$ cat config.mk
export PLATFORM = sky130hd
export DESIGN_NAME = mrg_region_guard
export DESIGN_NICKNAME = d
export VERILOG_FILES = /design/src/rtl/mrg_pkg.sv /design/src/rtl/mrg_desc.sv /design/src/rtl/mrg_vrec.sv /design/src/rtl/mrg_region_guard.sv
export SDC_FILE = /design/constraint.sdc
export NUM_CORES = 1
export LEC_CHECK = 0
export ABC_CLOCK_PERIOD_IN_PS = 2700
export BUFFER_PORTS_ARGS = -buffer_cell sky130_fd_sc_hd__buf_2
export CORE_MARGIN = 2
export CORE_UTILIZATION = 31
export CTS_CLUSTER_DIAMETER = 120
export DETAILED_ROUTE_END_ITERATION = 16
export GPL_TIMING_DRIVEN = 0
export SLEW_MARGIN = 30
export SYNTH_ARGS = -nofsm -noshare
export SYNTH_HDL_FRONTEND = slang
export SYNTH_SLANG_ARGS = --single-unit
$ cat constraint.sdc
create_clock -name clk -period 2.7 [get_ports clk]
set_clock_uncertainty 0.05 [all_clocks]
set_input_delay 0.27 -clock clk [delete_from_list [all_inputs] [get_ports clk]]
set_output_delay 0.27 -clock clk [all_outputs]
set_load 0.05 [all_outputs]
$ cat src/rtl/mrg_pkg.sv
package mrg_pkg;
   localparam logic [1:0] SEL_BASE = 2'd0;
   localparam logic [1:0] SEL_END  = 2'd1;
   localparam logic [1:0] SEL_CTRL = 2'd2;
   localparam logic [1:0] SEL_STAT = 2'd3;

   // Decide whether a 2-bit permission code allows the operation
   function automatic logic code_permits(input logic [1:0] code, input logic is_write);
      return is_write ? code[0] : code[1];
   endfunction
endpackage

$ cat src/rtl/mrg_desc.sv
module mrg_desc
   import mrg_pkg::*;
#(
   parameter int ADDR_W      = 32,
   parameter int RES_BITS    = 12,
   parameter int NUM_DOMAINS = 4,
   parameter int DOM_W       = 2,
   localparam int GW = ADDR_W - RES_BITS,
   localparam int PW = 2 * NUM_DOMAINS
) (
   input  logic              clk,
   input  logic              rst_n,
   input  logic              wr_en,
   input  logic [1:0]        wr_sel,
   input  logic [ADDR_W-1:0] wr_data,
   input  logic              acc_valid,
   input  logic [ADDR_W-1:0] acc_addr,
   input  logic [DOM_W-1:0]  acc_dom,
   input  logic              acc_write,
   output logic [GW-1:0]     base_g,
   output logic [GW-1:0]     end_g,
   output logic [PW-1:0]     policy,
   output logic              en,
   output logic              lk,
   output logic              deny
);
   logic [GW-1:0] acc_g;
   logic [1:0]    code;
   logic          hit;

   always_ff @(posedge clk or negedge rst_n) begin
      if (!rst_n) begin
         base_g <= '0;
         end_g  <= '0;
         policy <= '1;
         en     <= 1'b0;
         lk     <= 1'b0;
      end else if (wr_en) begin
         if (wr_sel == SEL_BASE && !lk) base_g <= wr_data[ADDR_W-1:RES_BITS];
         if (wr_sel == SEL_END && !lk)  end_g  <= wr_data[ADDR_W-1:RES_BITS];
         if (wr_sel == SEL_CTRL) begin
            if (!lk) begin
               policy <= wr_data[PW-1:0];
               en     <= wr_data[PW];
               lk     <= wr_data[PW+1];
            end else if (wr_data[PW]) begin
               en <= 1'b1;
            end
         end
      end
   end

   assign acc_g = acc_addr[ADDR_W-1:RES_BITS];
   assign hit   = en && (acc_g >= base_g) && (acc_g < end_g);

   always_comb begin
      code = 2'b00;
      for (int d = 0; d < NUM_DOMAINS; d++)
         if (acc_dom == DOM_W'(d)) code = policy[2*d +: 2];
   end

   assign deny = acc_valid && hit && !code_permits(code, acc_write);
endmodule

$ cat src/rtl/mrg_vrec.sv
module mrg_vrec #(
   parameter int GW    = 20,
   parameter int DOM_W = 2
) (
   input  logic             clk,
   input  logic             rst_n,
   input  logic             viol,
   input  logic [DOM_W-1:0] viol_dom,
   input  logic [GW-1:0]    viol_g,
   input  logic             clr,
   output logic             flag,
   output logic [DOM_W-1:0] rec_dom,
   output logic [GW-1:0]    rec_g
);
   always_ff @(posedge clk or negedge rst_n) begin
      if (!rst_n) begin
         flag    <= 1'b0;
         rec_dom <= '0;
         rec_g   <= '0;
      end else if (clr || !flag) begin
         if (viol) begin
            flag    <= 1'b1;
            rec_dom <= viol_dom;
            rec_g   <= viol_g;
         end else if (clr) begin
            flag    <= 1'b0;
            rec_dom <= '0;
            rec_g   <= '0;
         end
      end
   end
endmodule

$ cat src/rtl/mrg_region_guard.sv
module mrg_region_guard
   import mrg_pkg::*;
#(
   parameter int NUM_REGIONS = 4,
   parameter int NUM_DOMAINS = 4,
   parameter int ADDR_W      = 32,
   parameter int RES_BITS    = 12,
   localparam int DOM_W = (NUM_DOMAINS > 1) ? $clog2(NUM_DOMAINS) : 1,
   localparam int IDX_W = (NUM_REGIONS > 1) ? $clog2(NUM_REGIONS) : 1
) (
   input  logic              clk,
   input  logic              rst_n,
   input  logic              cfg_we,
   input  logic              cfg_re,
   input  logic [IDX_W-1:0]  cfg_idx,
   input  logic [1:0]        cfg_sel,
   input  logic [ADDR_W-1:0] cfg_wdata,
   input  logic [DOM_W-1:0]  cfg_dom,
   output logic [ADDR_W-1:0] cfg_rdata,
   input  logic              acc_valid,
   input  logic [ADDR_W-1:0] acc_addr,
   input  logic [DOM_W-1:0]  acc_dom,
   input  logic              acc_write,
   output logic              acc_grant,
   output logic              acc_deny
);
   localparam int GW = ADDR_W - RES_BITS;
   localparam int PW = 2 * NUM_DOMAINS;

   if (RES_BITS < DOM_W + 1) begin : g_bad_res
      $error("RES_BITS too small to hold the status flag and domain");
   end
   if (ADDR_W < PW + 2 || RES_BITS >= ADDR_W) begin : g_bad_width
      $error("ADDR_W too small for control or granule layout");
   end
   if (NUM_REGIONS < 1 || NUM_DOMAINS < 2) begin : g_bad_count
      $error("need at least one region and two domains");
   end

   logic [NUM_REGIONS-1:0][GW-1:0]    base_a, end_a, vaddr_a;
   logic [NUM_REGIONS-1:0][PW-1:0]    pol_a;
   logic [NUM_REGIONS-1:0][DOM_W-1:0] vdom_a;
   logic [NUM_REGIONS-1:0]            en_a, lk_a, deny_a, clr_a, flag_a;

   for (genvar i = 0; i < NUM_REGIONS; i++) begin : g_region
      logic       sel_me;
      logic [1:0] rd_code;

      assign sel_me = (cfg_idx == IDX_W'(i));

      mrg_desc #(
         .ADDR_W(ADDR_W), .RES_BITS(RES_BITS),
         .NUM_DOMAINS(NUM_DOMAINS), .DOM_W(DOM_W)
      ) u_desc (
         .clk(clk), .rst_n(rst_n),
         .wr_en(cfg_we && sel_me), .wr_sel(cfg_sel), .wr_data(cfg_wdata),
         .acc_valid(acc_valid), .acc_addr(acc_addr), .acc_dom(acc_dom),
         .acc_write(acc_write),
         .base_g(base_a[i]), .end_g(end_a[i]), .policy(pol_a[i]),
         .en(en_a[i]), .lk(lk_a[i]), .deny(deny_a[i])
      );

      always_comb begin
         rd_code = 2'b00;
         for (int d = 0; d < NUM_DOMAINS; d++)
            if (cfg_dom == DOM_W'(d)) rd_code = pol_a[i][2*d +: 2];
      end

      assign clr_a[i] = sel_me && (cfg_sel == SEL_STAT) &&
                        ((cfg_re && rd_code != 2'b00) || (cfg_we && cfg_wdata[0]));

      mrg_vrec #(.GW(GW), .DOM_W(DOM_W)) u_vrec (
         .clk(clk), .rst_n(rst_n),
         .viol(deny_a[i]), .viol_dom(acc_dom), .viol_g(acc_addr[ADDR_W-1:RES_BITS]),
         .clr(clr_a[i]),
         .flag(flag_a[i]), .rec_dom(vdom_a[i]), .rec_g(vaddr_a[i])
      );
   end

   assign acc_deny  = |deny_a;
   assign acc_grant = acc_valid && !acc_deny;

   always_comb begin
      cfg_rdata = '0;
      for (int i = 0; i < NUM_REGIONS; i++) begin
         if (cfg_idx == IDX_W'(i)) begin
            case (cfg_sel)
               SEL_BASE: cfg_rdata = {base_a[i], {RES_BITS{1'b0}}};
               SEL_END:  cfg_rdata = {end_a[i], {RES_BITS{1'b0}}};
               SEL_CTRL: cfg_rdata = ADDR_W'({lk_a[i], en_a[i], pol_a[i]});
               default:  cfg_rdata = {vaddr_a[i], {(RES_BITS-DOM_W-1){1'b0}}, vdom_a[i], flag_a[i]};
            endcase
         end
      end
   end
endmodule

Yosys cells after proc, flatten, opt, wreduce, memory -nomap -nowiden
Cells that the tools add are included.
Operators by class
  equality and inequality tests: 16
  bitwise logic cells: 4
  reduce and logical (&&, ||, !) cells: 100
  mux-type cells: 77
  $lt $le $gt $ge: 8
Operators with widths (number)
  $pmux W32 S3: 4
  $mux W20: 8
  $mux W32: 4
  $ge A20 B20 Y1: 4
  $lt A20 B20 Y1: 4
  $mux W2: 40
  $logic_and A1 B1 Y1: 42
  $reduce_and A2 Y1: 16
  $reduce_and A3 Y1: 8
  $mux W1: 21
  $eq A2 B2 Y1 const B: 8
  $reduce_bool A2 Y1: 8
  $logic_not A1 Y1: 13
  $eq A2 B1 Y1 const B: 4
  $logic_not A2 Y1: 4
  $logic_or A1 B1 Y1: 8
  $ne A2 B2 Y1 const B: 4
  $not A1 Y1: 4
  $reduce_or A4 Y1: 1
Storage, ports and cells
  bits in registers: 292
  output and inout port bits: 34

Logic depth before layout (Yosys ltp)
Gate-level depths: netlist of the first run.
  depth in word-level cells: 11
  depth in mapped cells: 11
  mapped depth without buffers: 9

By module
From an unflattened synthesis of the first run, not the netlist that was laid out.
Unflattened totals
  cells, all modules: 1947
  area, all modules: 19043.3 µm²
Modules (own cells, without submodules)
  mrg_desc: cells each 293, area an instance 2846.5 µm², times used 4, sequential area each 1261.2 µm²
  mrg_vrec: cells each 100, area an instance 1202.4 µm², times used 4, sequential area each 575.6 µm²
  mrg_region_guard: cells each 375, area an instance 2847.7 µm², times used 1, sequential area each 0.0 µm²

Worst setup path after synthesis of the first run
Ideal clock, no wire load.
  kind: reg-to-output
  from: register g_region[3].u_desc.end_g[7]
  to: output acc_grant
  required time: 2.380 ns
  arrival time: 2.822 ns
  slack: -0.442 ns
  cell stages (with the launch flop): 10
  cell sequence: dfrtp_1 -> inv_1 -> ha_1 -> nand2_1 -> nor3_1 -> a21oi_1 -> or4b_1 -> o2111ai_2 -> nand3_1 -> nor3b_1
On the way
  longest elaborated chain between the ends: 7
Ends and longest elaborated chain
  from (decl): RTL line mrg_desc.sv:21  | output logic [GW-1:0] end_g,
  from (signal assigned): RTL line mrg_desc.sv:40  | if (wr_sel == SEL_END && !lk) end_g <= wr_data[ADDR_W-1:RES_BITS];
  $lt A20 B20 Y1: RTL line mrg_desc.sv:54  | assign hit = en && (acc_g >= base_g) && (acc_g < end_g);
  $logic_and A1 B1 Y1: RTL line mrg_desc.sv:54
  $logic_and A1 B1 Y1 (2 in series): RTL line mrg_desc.sv:62  | assign deny = acc_valid && hit && !code_permits(code, acc_write);
  $reduce_or A4 Y1: RTL line mrg_region_guard.sv:80  | assign acc_deny = |deny_a;
  $logic_not A1 Y1: RTL line mrg_region_guard.sv:81  | assign acc_grant = acc_valid && !acc_deny;
  $logic_and A1 B1 Y1: RTL line mrg_region_guard.sv:81
  to (decl): RTL line mrg_region_guard.sv:24  | output logic acc_grant,
No other way between the ends.

Worst setup path in the final report of the first run
  from: register g_region[1].u_desc.base_g[5]
  to: output acc_deny
On the way
  longest elaborated chain between the ends: 6
Ends and longest elaborated chain
  from (decl): RTL line mrg_desc.sv:20  | output logic [GW-1:0] base_g,
  from (signal assigned): RTL line mrg_desc.sv:39  | if (wr_sel == SEL_BASE && !lk) base_g <= wr_data[ADDR_W-1:RES_BITS];
  $ge A20 B20 Y1: RTL line mrg_desc.sv:54
  $logic_and A1 B1 Y1 (2 in series): RTL line mrg_desc.sv:54
  $logic_and A1 B1 Y1 (2 in series): RTL line mrg_desc.sv:62
  $reduce_or A4 Y1: RTL line mrg_region_guard.sv:80
  to (decl): RTL line mrg_region_guard.sv:25  | output logic acc_deny
No other way between the ends.

==> results.sh, run 1 <==
export IMPL_cp_slowest_cell="sky130_fd_sc_hd__nor4_4"
export IMPL_synthDominantAreaCellType="sky130_fd_sc_hd__dfrtp_1"
export IMPL_synth_top_cells_by_count="260 x sky130_fd_sc_hd__dfrtp_1, 179 x sky130_fd_sc_hd__inv_1, 179 x sky130_fd_sc_hd__nand2_1"
export IMPL_cts_tree="built"
export IMPL_htree_num_levels=2
export IMPL_first_iter_violations=1143
export IMPL_clock_path_buffers=3
export IMPL_post_synth_top_count_cell="sky130_fd_sc_hd__dfrtp_1"
export IMPL_seq_area_frac_synth_pct=40.8
export IMPL_place_gp_congestion=0.929
export IMPL_clock_latency_ps=550
export IMPL_chipHeight_um=245
export IMPL_timing_critical_path_buf_inv=2
export IMPL_cts_root_buffer_cell="sky130_fd_sc_hd__clkbuf_16"
export IMPL_post_route_cells_drive_above_1_share_pct=19.0
export IMPL_timing_critical_path_fanout_max=3
export IMPL_core_region_area_mm2=0.0576
export IMPL_die_width_um=245
export IMPL_worst_ep_arrival_ps=2910
export IMPL_fin_total_pwr_w=0.0156
export IMPL_critical_path_top_delay_family="simple AND/OR/NAND/NOR gates"
export IMPL_antenna_violating_nets_left=0
export IMPL_outcome="finished with violations"
export IMPL_synthesis_area_mm2=0.0180
export IMPL_failing_checks="negative setup slack"
export IMPL_drt_pre_antenna_iters=6
export IMPL_pre_cts_slack_ps=-1200
export IMPL_grtUsageTotal_pct=21.0
export IMPL_wire_length_of_the_first_global_routing_pass_um=94300
export IMPL_synthArstFlopShare_pct=100
export IMPL_drv_slew=0
export IMPL_worst_slack_ps=-533
export IMPL_cp_data_required_time_ps=2380
export IMPL_worstPathCellList="inv_1 > ha_1 > nand4_1 > nor4_4 > a211oi_2 > a211o_4 > nand3_4 > or2_1 > buf_6"
export IMPL_port_buffers=89
export IMPL_pwr_density_cell_mw_per_mm2=722
export IMPL_slowest_delay_ps=430
export IMPL_timing_hold_worst_class="in -> reg"
export IMPL_vias=14600
export IMPL_slew_headroom_pct=27.4
export IMPL_synth_top_cells_by_area="sky130_fd_sc_hd__dfrtp_1 36%, sky130_fd_sc_hd__ha_1 11%, sky130_fd_sc_hd__mux2_1 11%"
export IMPL_drv_cap=0
export IMPL_maximum_number_of_pins_on_one_net_before_global_route_repair=76
export IMPL_total_nets_final=2128
export IMPL_ant_diodes=0
export IMPL_vdd_drop_max_uv=397
export IMPL_cts_sinks=292
export IMPL_timing_final_crit_share_pct=120
export IMPL_total_leakage_power_nw=10.2
export IMPL_cts_inserted_buffers=34
export IMPL_count_of_flip_flops_with_a_built_in_enable_after_synthesis=0
export IMPL_max_clock_freq_ghz=0.309
export IMPL_antenna_violations_before_repair=2
export IMPL_post_synth_inst_count=1716
export IMPL_via_count_of_the_first_global_routing_pass=15000
export IMPL_i_o_pin_count=112
export IMPL_drt_drc_violations_left=0
export IMPL_initial_util_pct=31.2
export IMPL_synthDominantCellAreaShare_pct=36.2
export IMPL_critPathKind="reg -> out"
export IMPL_period_minus_slack_ps=3230
export IMPL_yosys_warnings=0
export IMPL_route_final_wire_length_um=63300
export IMPL_setup_worst_path_start_class="register"
export IMPL_routed_via_density=5.43
export IMPL_report_final_hold_viol_count=0
export IMPL_drt_wirelength_per_cell_um=23.6
export IMPL_floorplan_die_area_mm2=0.0600
export IMPL_synth_seq_cells=292
export IMPL_detailedPlacementHpwl_um=44900
export IMPL_flow_area_growth_from_synthesis_pct=20.4
export IMPL_worst_slew_pin_transition_ps=1090
export IMPL_mean_area_per_synthesized_cell_um2=10.5
export IMPL_timing_critical_path_to_type="primary output"
export IMPL_gr_ovfl_total=0
export IMPL_yosys_cell_types_count=62
export IMPL_synth_flop_cell="sky130_fd_sc_hd__dfrtp_1"
export IMPL_cts_clk_slew_worst_paths_ps=60
export IMPL_grt_setup_unrepaired="true"
export IMPL_row_count=88
export IMPL_finalSetupViolCount=65
routing by layer:
| metal | global-route usage (%) | up-vias | part of all wire [%] |
|---|---|---|---|
| met2 | 33.8 | 592 | 46 |
| met4 | 8.79 | 2 | 4.8 |
| met1 | 27.7 | 7333 | 42 |
| met3 | 3.66 | 168 | 7.2 |
| met5 | 0 | - | 0.011 |
| li1 | - | 6468 | - |
final timing paths:
check                      slack (ps)                             to                    startpoint  depth (start not counted)
max                              -530                       acc_deny  g_region[1].u_desc.base_g[5]                          9
min                                10    g_region[1].u_vrec.rec_g[0]                  acc_addr[12]                          2
max reg2reg                      -360    g_region[1].u_vrec.rec_g[5]  g_region[1].u_desc.base_g[5]                         11
min reg2reg                       450    g_region[1].u_vrec.rec_g[0]   g_region[1].u_vrec.rec_g[0]                          1
max in group asynchronous        1460  g_region[3].u_desc.base_g[17]                         rst_n                          4
min in group asynchronous         110   g_region[0].u_desc.base_g[6]                         rst_n                          2
kinds of logic after synthesis:
logic type / synth area share (%)
AO/OA/AOI/OAI: 12.8
adder cells (fa/ha/maj): 10.9
buffers and inverters: 6.24
flip-flops: 40.8
multiplexers: 21.4
other: 0.0208
AND/OR/NAND/NOR: 7.85
what timing repair did:
action                                 4_1_cts  5_1_grt
setup endpoints to repair                  120      106
gates resized for setup                    105       79
hold buffers                                16        0
endpoints found under the hold margin      176        0
pin swaps                                   16       25
gates cloned                                 1        3
setup buffers                               14       16
worst reg2reg max path, delay by kind of cell (launching register included):
family | cells | cell delay [ps]
adders and majority gates | 1 | 290
AOI/OAI and AO/OA | 4 | 1030
DFF | 1 | 360
buffers and inverters | 4 | 510
and+or+nand+nor | 2 | 700
cell usage in the layout, fill, tap and decap left out, drive strengths merged, types with 3 or more instances in the layout:
master and instances:
nor4 3, dfrtp 260, nand2b 8, nand3b 3
nor3 18, nand2 179, and2 10, mux2 174
o31ai 5, nor2 35, a22o 44, a21oi 68
a21o 23, buf 155, ha 156, a221oi 3
nand3 12, a31oi 4, a211oi 15, o21bai 3
nand4 22, mux4 34, dlygate4sd3 16, clkbuf 110
dfstp 32, o211ai 22, mux2i 111, nor2b 8
nor3b 6, o21a 4, inv 183, clkinv 5
o21ai 157, o2111ai 3
registers in the layout, summed over array words and instances (netlist names):
signal,flops
g_region.u_desc.en,4
g_region.u_desc.policy,32
g_region.u_vrec.flag,4
g_region.u_desc.lk,4
g_region.u_desc.base_g,80
g_region.u_vrec.rec_g,80
g_region.u_vrec.rec_dom,8
g_region.u_desc.end_g,80
area by class of cell:
type | count | area, um2
clock inverters | 8 | 61.3
flip-flops and latches | 292 | 7350
repair buffers | 143 | 1040
fillers | 5601 | 35900
multi-input cells | 1155 | 9960
clock buffers | 51 | 996
inverters | 181 | 679
plain buffers | 87 | 611
well taps | 765 | 957
power breakdown:
group | internal [W] | leakage, nW | switching (W)
clock | 0.00256 | 0.518 | 0.00194
combinational | 0.00203 | 5.97 | 0.00270
sequential | 0.00559 | 3.66 | 0.000816
total | 0.0102 | 10.2 | 0.00546
stage by stage:
stage          cells  TNS (ps)  area, um2  hold WS (ps)  utilization, %
2_1_floorplan   1717         0      18000         -75.6               -
3_3_place_gp    2571  -1334700      19400           427            33.7
3_5_place_dp    2576    -98970      19500          47.8            33.9
4_1_cts         2665     -7570      21200          4.14            36.9
5_1_grt         2682    -12980      21700          21.1            37.6
6_report        2682    -10730      21700          13.3            37.6
Note: power is estimated with default switching activity, not from simulation.
==> run 2, diff against run 1 <==
--- a/config.mk
+++ b/config.mk
@@ -5,10 +5,11 @@
 export SDC_FILE = /design/constraint.sdc
 export NUM_CORES = 1
 export LEC_CHECK = 0
-export ABC_CLOCK_PERIOD_IN_PS = 2700
+export ABC_CLOCK_PERIOD_IN_PS = 3900
 export BUFFER_PORTS_ARGS = -buffer_cell sky130_fd_sc_hd__buf_2
 export CORE_MARGIN = 2
 export CORE_UTILIZATION = 31
+export CTS_BUF_LIST = sky130_fd_sc_hd__clkbuf_4 sky130_fd_sc_hd__clkbuf_8
 export CTS_CLUSTER_DIAMETER = 120
 export DETAILED_ROUTE_END_ITERATION = 16
 export GPL_TIMING_DRIVEN = 0
==> constraint.sdc (replaced) <==
create_clock -name clk -period 3.9 [get_ports clk]
set_clock_uncertainty 0.05 [all_clocks]
set_input_delay 0.39 -clock clk [delete_from_list [all_inputs] [get_ports clk]]
set_output_delay 0.39 -clock clk [all_outputs]
set_load 0.05 [all_outputs]
==> run 2 against run 1 <==
  * The run still ends with negative setup slack left
  * Sequential cell count did not move
  * Clock power is 28% lower
  * Worst hold slack gained 22 ps
  * Worst setup slack better by 500 ps
  * Total power down 32%
  * Via count is 0.24% lower
  * Combinational power down 36%
  * Routed wire length fell by 2.7%
  * Critical path depth unchanged
  * Non-clock buffer count is 22 lower
  * Register-to-register slack gained 900 ps
  * First-iteration DRC count up 8.5%
  * Critical path type unchanged
==> results.sh, run 2 (synthesized netlist as in run 1, its figures left out) <==
export IMPL_hold_start="cfg_wdata[13]"
export IMPL_cts_root_buffer_cell="sky130_fd_sc_hd__clkbuf_8"
export IMPL_pre_cts_slack_ps=-139
export IMPL_max_clock_freq_ghz=0.254
export IMPL_ff2ff_setup_slack_ps=540
export IMPL_slowest_delay_ps=630
export IMPL_pwr_density_cell_mw_per_mm2=510
export IMPL_mostFrequentLayoutCells="260 x sky130_fd_sc_hd__dfrtp_1, 179 x sky130_fd_sc_hd__inv_1, 179 x sky130_fd_sc_hd__nand2_1"
export IMPL_floorplan_die_area_mm2=0.0600
export IMPL_cp_slowest_cell="sky130_fd_sc_hd__a2111oi_2"
export IMPL_timing_critical_path_fanout_max=3
export IMPL_min_delay_worst_endpoint="g_region[3].u_desc.end_g[1]"
export IMPL_slew_headroom_pct=31.8
export IMPL_placed_area_mm2=0.0195
export IMPL_failing_checks="negative setup slack"
export IMPL_via_count_of_the_first_global_routing_pass=15000
export IMPL_htree_num_levels=2
export IMPL_cp_data_required_time_ps=3460
export IMPL_critical_path_top_delay_family="compound AO/OA/AOI/OAI gates"
export IMPL_first_iter_violations=1240
export IMPL_outcome="finished with violations"
export IMPL_die_width_um=245
export IMPL_initial_util_pct=31.2
export IMPL_timing_critical_path_buf_inv=2
export IMPL_cts_inserted_buffers=53
export IMPL_critPathKind="reg -> out"
export IMPL_total_nets_final=2125
export IMPL_clock_path_buffers=3
export IMPL_routed_via_density=5.38
export IMPL_vdd_drop_max_uv=253
export IMPL_detailedPlacementHpwl_um=44300
export IMPL_layout_top_registers="g_region.u_desc.base_g: 80 flops, g_region.u_desc.end_g: 80 flops, g_region.u_vrec.rec_g: 80 flops"
export IMPL_i_o_pin_count=112
export IMPL_vias=14500
export IMPL_setup_total_negative_slack_ps=-32.5
export IMPL_layout_cell_area_non_filler_mm2=0.0210
export IMPL_chipHeight_um=245
export IMPL_worst_slack_ps=-32.5
export IMPL_wire_length_of_the_first_global_routing_pass_um=92800
export IMPL_setup_worst_path_start_class="register"
export IMPL_total_leakage_power_nw=9.95
export IMPL_count_of_cells_along_the_worst_hold_path=3
export IMPL_period_minus_slack_ps=3930
export IMPL_drt_wirelength_per_cell_um=22.8
export IMPL_grt_setup_unrepaired="true"
export IMPL_flow_area_growth_from_synthesis_pct=16.8
export IMPL_antenna_violations_before_repair=2
export IMPL_timing_critical_path_to_type="primary output"
export IMPL_r2r_cells=10
export IMPL_antenna_violating_nets_left=0
export IMPL_hold_ws_ps=35.4
export IMPL_row_count=88
export IMPL_place_gp_congestion=0.926
export IMPL_finalSetupViolCount=1
export IMPL_timing_hold_worst_class="in -> reg"
export IMPL_port_buffers=89
export IMPL_report_final_hold_viol_count=0
export IMPL_worst_ep_arrival_ps=3490
export IMPL_drt_drc_violations_left=0
export IMPL_cts_tree="built"
export IMPL_cts_clk_slew_worst_paths_ps=60
export IMPL_drv_cap=0
export IMPL_layout_commonest_cell="sky130_fd_sc_hd__dfrtp_1"
export IMPL_gr_ovfl_total=0
export IMPL_grtUsageTotal_pct=20.7
export IMPL_worst_slew_pin_transition_ps=1020
export IMPL_core_region_area_mm2=0.0576
export IMPL_utilization_pct=36.5
export IMPL_drt_pre_antenna_iters=5
export IMPL_cts_sinks=292
export IMPL_worstPathCellList="inv_1 > ha_1 > a21o_1 > a21o_1 > a2111oi_2 > nand4_1 > nand3_1 > or2_1 > buf_2"
export IMPL_clock_latency_ps=660
export IMPL_post_route_cells_drive_above_1_share_pct=15.7
export IMPL_critPathMostFrequentCell="sky130_fd_sc_hd__a21o_1"
export IMPL_drv_slew=0
export IMPL_timing_final_crit_share_pct=101
export IMPL_r2r_end="g_region[0].u_vrec.rec_g[16]"
export IMPL_rr_startpoint="g_region[0].u_desc.end_g[17]"
export IMPL_maximum_number_of_pins_on_one_net_before_global_route_repair=85
export IMPL_layout_filler_cells=5747
export IMPL_route_final_wire_length_um=61600
==> run 2: changes by cell type in the layout (fill, tap and decap cells not counted), moves of 8 or more <==
cell / delta
sky130_fd_sc_hd__clkbuf_8: +60
sky130_fd_sc_hd__clkbuf_16: -36
sky130_fd_sc_hd__buf_4: -23
sky130_fd_sc_hd__clkbuf_4: +21
sky130_fd_sc_hd__buf_6: -17
sky130_fd_sc_hd__clkbuf_1: +11
sky130_fd_sc_hd__ha_1: +10
sky130_fd_sc_hd__ha_4: -10
sky130_fd_sc_hd__o21ai_2: -9
sky130_fd_sc_hd__clkbuf_2: -8
sky130_fd_sc_hd__dlygate4sd3_1: +8
sky130_fd_sc_hd__o21ai_0: +8
==> run 2: tightest hold or removal path, stage by stage <==
cell	delay [ps]
sky130_fd_sc_hd__buf_2	160
sky130_fd_sc_hd__nand2_1	70
sky130_fd_sc_hd__o21ai_1	60
==> run 2: what timing repair did <==
item / 4_1_cts / 5_1_grt
pin swaps: 1 / 3
hold endpoints to repair: 125 / 0
setup buffers: 1 / 2
resized for setup: 11 / 6
hold buffers: 24 / 0
endpoints found under the setup margin: 11 / 3
==> run 2: stage by stage <==
step                std cells  power [W]
floorplan                1717    0.00637
detailed placement       2574    0.00744
global route             2698     0.0113
CTS                      2695     0.0107
finish                   2698     0.0107
global placement         2571    0.00730
==> run 2: worst max path at each step <==
stage	start	endpoint	slack, ps	cells past startpoint
5_1_grt	g_region[0].u_desc.base_g[13]	acc_grant	-50	10
2_1_floorplan	acc_addr[19]	acc_grant	620	8
3_3_place_gp	rst_n	g_region[3].u_vrec.rec_dom[0]	-3190	1
6_report	g_region[0].u_desc.end_g[17]	acc_deny	-30	9
3_5_place_dp	acc_dom[0]	acc_deny	-140	10
4_1_cts	g_region[1].u_desc.end_g[17]	acc_grant	-80	10
==> run 2: layout make-up <==
cell class / instances / area (um2) / area share [%]
multi-input cells: 1155 / 9570 / 45.6
clock inverters: 5 / 77.6 / 0.369
inverters: 181 / 679 / 3.23
plain buffers: 89 / 473 / 2.25
clock buffers: 91 / 1100 / 5.22
diodes: 1 / 2.50 / 0.0119
flip-flops and latches: 292 / 7350 / 35.0
well taps: 765 / 957 / 4.56
repair buffers: 119 / 803 / 3.82
==> run 2: layer usage <==
metal / track usage [%] / share of wire (%)
met2: 31.8 / 44
met1: 27.1 / 42
met3: 4.64 / 7.9
met4: 11.4 / 5.5
met5: 0 / 0.021
==> run 2: where the power goes <==
group	total, W	switching [W]	internal [W]
sequential	0.00444	0.000566	0.00387
combinational	0.00303	0.00176	0.00127
clock	0.00324	0.00136	0.00188
==> run 3, diff against run 2 <==
--- a/config.mk
+++ b/config.mk
@@ -5,7 +5,7 @@
 export SDC_FILE = /design/constraint.sdc
 export NUM_CORES = 1
 export LEC_CHECK = 0
-export ABC_CLOCK_PERIOD_IN_PS = 3900
+export ABC_CLOCK_PERIOD_IN_PS = 4500
 export BUFFER_PORTS_ARGS = -buffer_cell sky130_fd_sc_hd__buf_2
 export CORE_MARGIN = 2
 export CORE_UTILIZATION = 31
==> constraint.sdc (replaced) <==
create_clock -name clk -period 4.5 [get_ports clk]
set_clock_uncertainty 0.05 [all_clocks]
set_input_delay 0.45 -clock clk [delete_from_list [all_inputs] [get_ports clk]]
set_output_delay 0.45 -clock clk [all_outputs]
set_load 0.05 [all_outputs]
==> run 3 against run 2 <==
  * The flow now finishes without violations
  * First-iteration DRC count decreased by 3.0%
  * Final area down 1.2%
  * Routed wire length is 0.45% lower
  * Register-to-register slack improved by 400 ps
  * Total power is 14% lower
  * Critical path depth is 1 higher
  * Sequential cell count unchanged
  * Via count is essentially flat
  * Sequential power down 14%
  * Combinational power is 14% lower
  * Worst setup slack improved by 210 ps
  * Cell count decreased by 0.74%
==> results.sh, run 3 (synthesized netlist as in run 1, its figures left out) <==
export IMPL_fin_cells=2678
export IMPL_via_count_of_the_first_global_routing_pass=15000
export IMPL_grtUsageTotal_pct=20.6
export IMPL_gr_ovfl_total=0
export IMPL_critPathKind="reg -> out"
export IMPL_cts_sinks=292
export IMPL_timing_final_crit_share_pct=96.1
export IMPL_worst_ep_arrival_ps=3820
export IMPL_layout_commonest_cell="sky130_fd_sc_hd__dfrtp_1"
export IMPL_period_minus_slack_ps=4320
export IMPL_routed_via_density=5.42
export IMPL_internal_power_w=0.00607
export IMPL_htree_num_levels=2
export IMPL_vias=14500
export IMPL_layout_cell_area_non_filler_mm2=0.0208
export IMPL_dp_cells=2574
export IMPL_slew_headroom_pct=30.3
export IMPL_drt_wirelength_per_cell_um=22.9
export IMPL_total_leakage_power_nw=9.84
export IMPL_mostFrequentLayoutCells="260 x sky130_fd_sc_hd__dfrtp_1, 179 x sky130_fd_sc_hd__inv_1, 179 x sky130_fd_sc_hd__nand2_1"
export IMPL_report_final_hold_viol_count=0
export IMPL_pre_cts_slack_ps=341
export IMPL_route_final_wire_length_um=61300
export IMPL_die_width_um=245
export IMPL_vdd_drop_max_uv=212
export IMPL_placed_area_mm2=0.0195
export IMPL_flow_area_growth_from_synthesis_pct=15.4
export IMPL_outcome="finished clean"
export IMPL_pwr_density_cell_mw_per_mm2=446
export IMPL_floorplan_die_area_mm2=0.0600
export IMPL_cts_root_buffer_cell="sky130_fd_sc_hd__clkbuf_8"
export IMPL_switch_pwr_w=0.00318
export IMPL_drv_cap=0
export IMPL_worst_slack_ps=176
export IMPL_drv_slew=0
export IMPL_cts_inserted_buffers=53
export IMPL_initial_util_pct=31.2
export IMPL_clock_latency_ps=660
export IMPL_antenna_violating_nets_left=0
export IMPL_maximum_number_of_pins_on_one_net_before_global_route_repair=85
export IMPL_cp_data_required_time_ps=4000
export IMPL_drt_pre_antenna_iters=5
export IMPL_port_buffers=89
export IMPL_i_o_pin_count=112
export IMPL_wire_length_of_the_first_global_routing_pass_um=92300
export IMPL_clock_path_buffers=3
export IMPL_timing_critical_path_to_type="primary output"
export IMPL_post_route_cells_drive_above_1_share_pct=15.3
export IMPL_sw_frac_of_total_pct=34.4
export IMPL_layout_filler_cells=5774
export IMPL_chipHeight_um=245
export IMPL_timing_hold_worst_class="in -> reg"
export IMPL_worstPathCellList="inv_1 > ha_1 > a21oi_1 > o21ai_0 > a221oi_2 > o31ai_1 > nand4_1 > nand3_1 > nor3b_1 > buf_2"
export IMPL_utilization_pct=36.0
export IMPL_core_region_area_mm2=0.0576
export IMPL_postCtsSetupBuffers=0
export IMPL_total_nets_final=2104
export IMPL_detailedPlacementHpwl_um=44300
export IMPL_grt_setup_unrepaired="false"
export IMPL_max_clock_freq_ghz=0.231
export IMPL_logic_gate_share_of_total_power_pct=28.1
export IMPL_place_gp_congestion=0.926
export IMPL_hold_ws_ps=39.3
export IMPL_cts_tree="built"
export IMPL_cp_slowest_cell="sky130_fd_sc_hd__a221oi_2"
export IMPL_clock_power_share_pct=30.4
export IMPL_drt_drc_violations_left=0
export IMPL_timing_critical_path_fanout_max=7
export IMPL_power_sequential_fraction_pct=41.5
export IMPL_antenna_violations_before_repair=2
export IMPL_layout_top_registers="g_region.u_desc.base_g: 80 flops, g_region.u_desc.end_g: 80 flops, g_region.u_vrec.rec_g: 80 flops"
export IMPL_finalSetupViolCount=0
export IMPL_row_count=88
export IMPL_cts_clk_slew_worst_paths_ps=60
export IMPL_slowest_delay_ps=580
export IMPL_worst_slew_pin_transition_ps=1050
export IMPL_first_iter_violations=1203
export IMPL_setup_worst_path_start_class="register"
-- run 3: layout make-up --
type                            count  area, um2  share of cell area (%)
Antenna cell                        2       5.00                  0.0241
Buffer                             89        457                    2.20
Clock buffer                       91       1100                    5.28
Clock inverter                      5       77.6                   0.374
Inverter                          181        679                    3.27
Multi-Input combinational cell   1155       9540                    46.0
Sequential cell                   292       7350                    35.4
Tap cell                          765        957                    4.61
Timing Repair Buffer               98        598                    2.88
-- run 3: worst paths after layout --
kind,start,to,slack (ps),cells after the start
min in group asynchronous,rst_n,g_region[3].u_desc.end_g[6],320,2
hold / removal,cfg_wdata[1],g_region[1].u_desc.policy[1],40,2
setup reg to reg,g_region[1].u_desc.end_g[17],g_region[1].u_vrec.rec_g[19],940,10
setup / recovery,g_region[0].u_desc.base_g[13],acc_grant,180,10
max in group asynchronous,rst_n,g_region[3].u_desc.policy[2],2870,4
hold reg to reg,g_region[1].u_vrec.rec_g[14],g_region[1].u_vrec.rec_g[14],450,1
-- run 3: metal layers --
layer	GRT usage [%]	wire, um
met1	27.0	25700
met2	31.6	27200
met3	4.55	4980
met4	11.3	3470
met5	0	0
-- run 3: critical path, delay by kind of cell, from the launching register on --
kind	cells	cell delay, ps
compound gates	4	1030
fa+ha+maj	1	290
buf+inv	2	430
flops	1	390
simple gates	3	1030
-- run 3: power by group through the flow --
stage / Combinational [W] / Sequential, W / Clock, W
after floorplan: 0.00181 / 0.00370 / 0
after CTS: 0.00260 / 0.00383 / 0.00285
after detailed placement: 0.00258 / 0.00387 / 0
after global routing: 0.00288 / 0.00393 / 0.00297
after global placement: 0.00249 / 0.00384 / 0
final: 0.00260 / 0.00384 / 0.00281
-- run 3: per-stage QoR --
step / total power (W) / TNS, ps
floorplan: 0.00552 / 0
global placement: 0.00632 / -705480
detailed placement: 0.00645 / 0
CTS: 0.00928 / 0
global route: 0.00978 / 0
finish: 0.00925 / 0
-- run 3: repair_timing --
item                       CTS  global route
setup endpoints to repair    0             2
hold endpoints to repair    82             0
gates resized for setup      0             3
hold buffers                 6             0
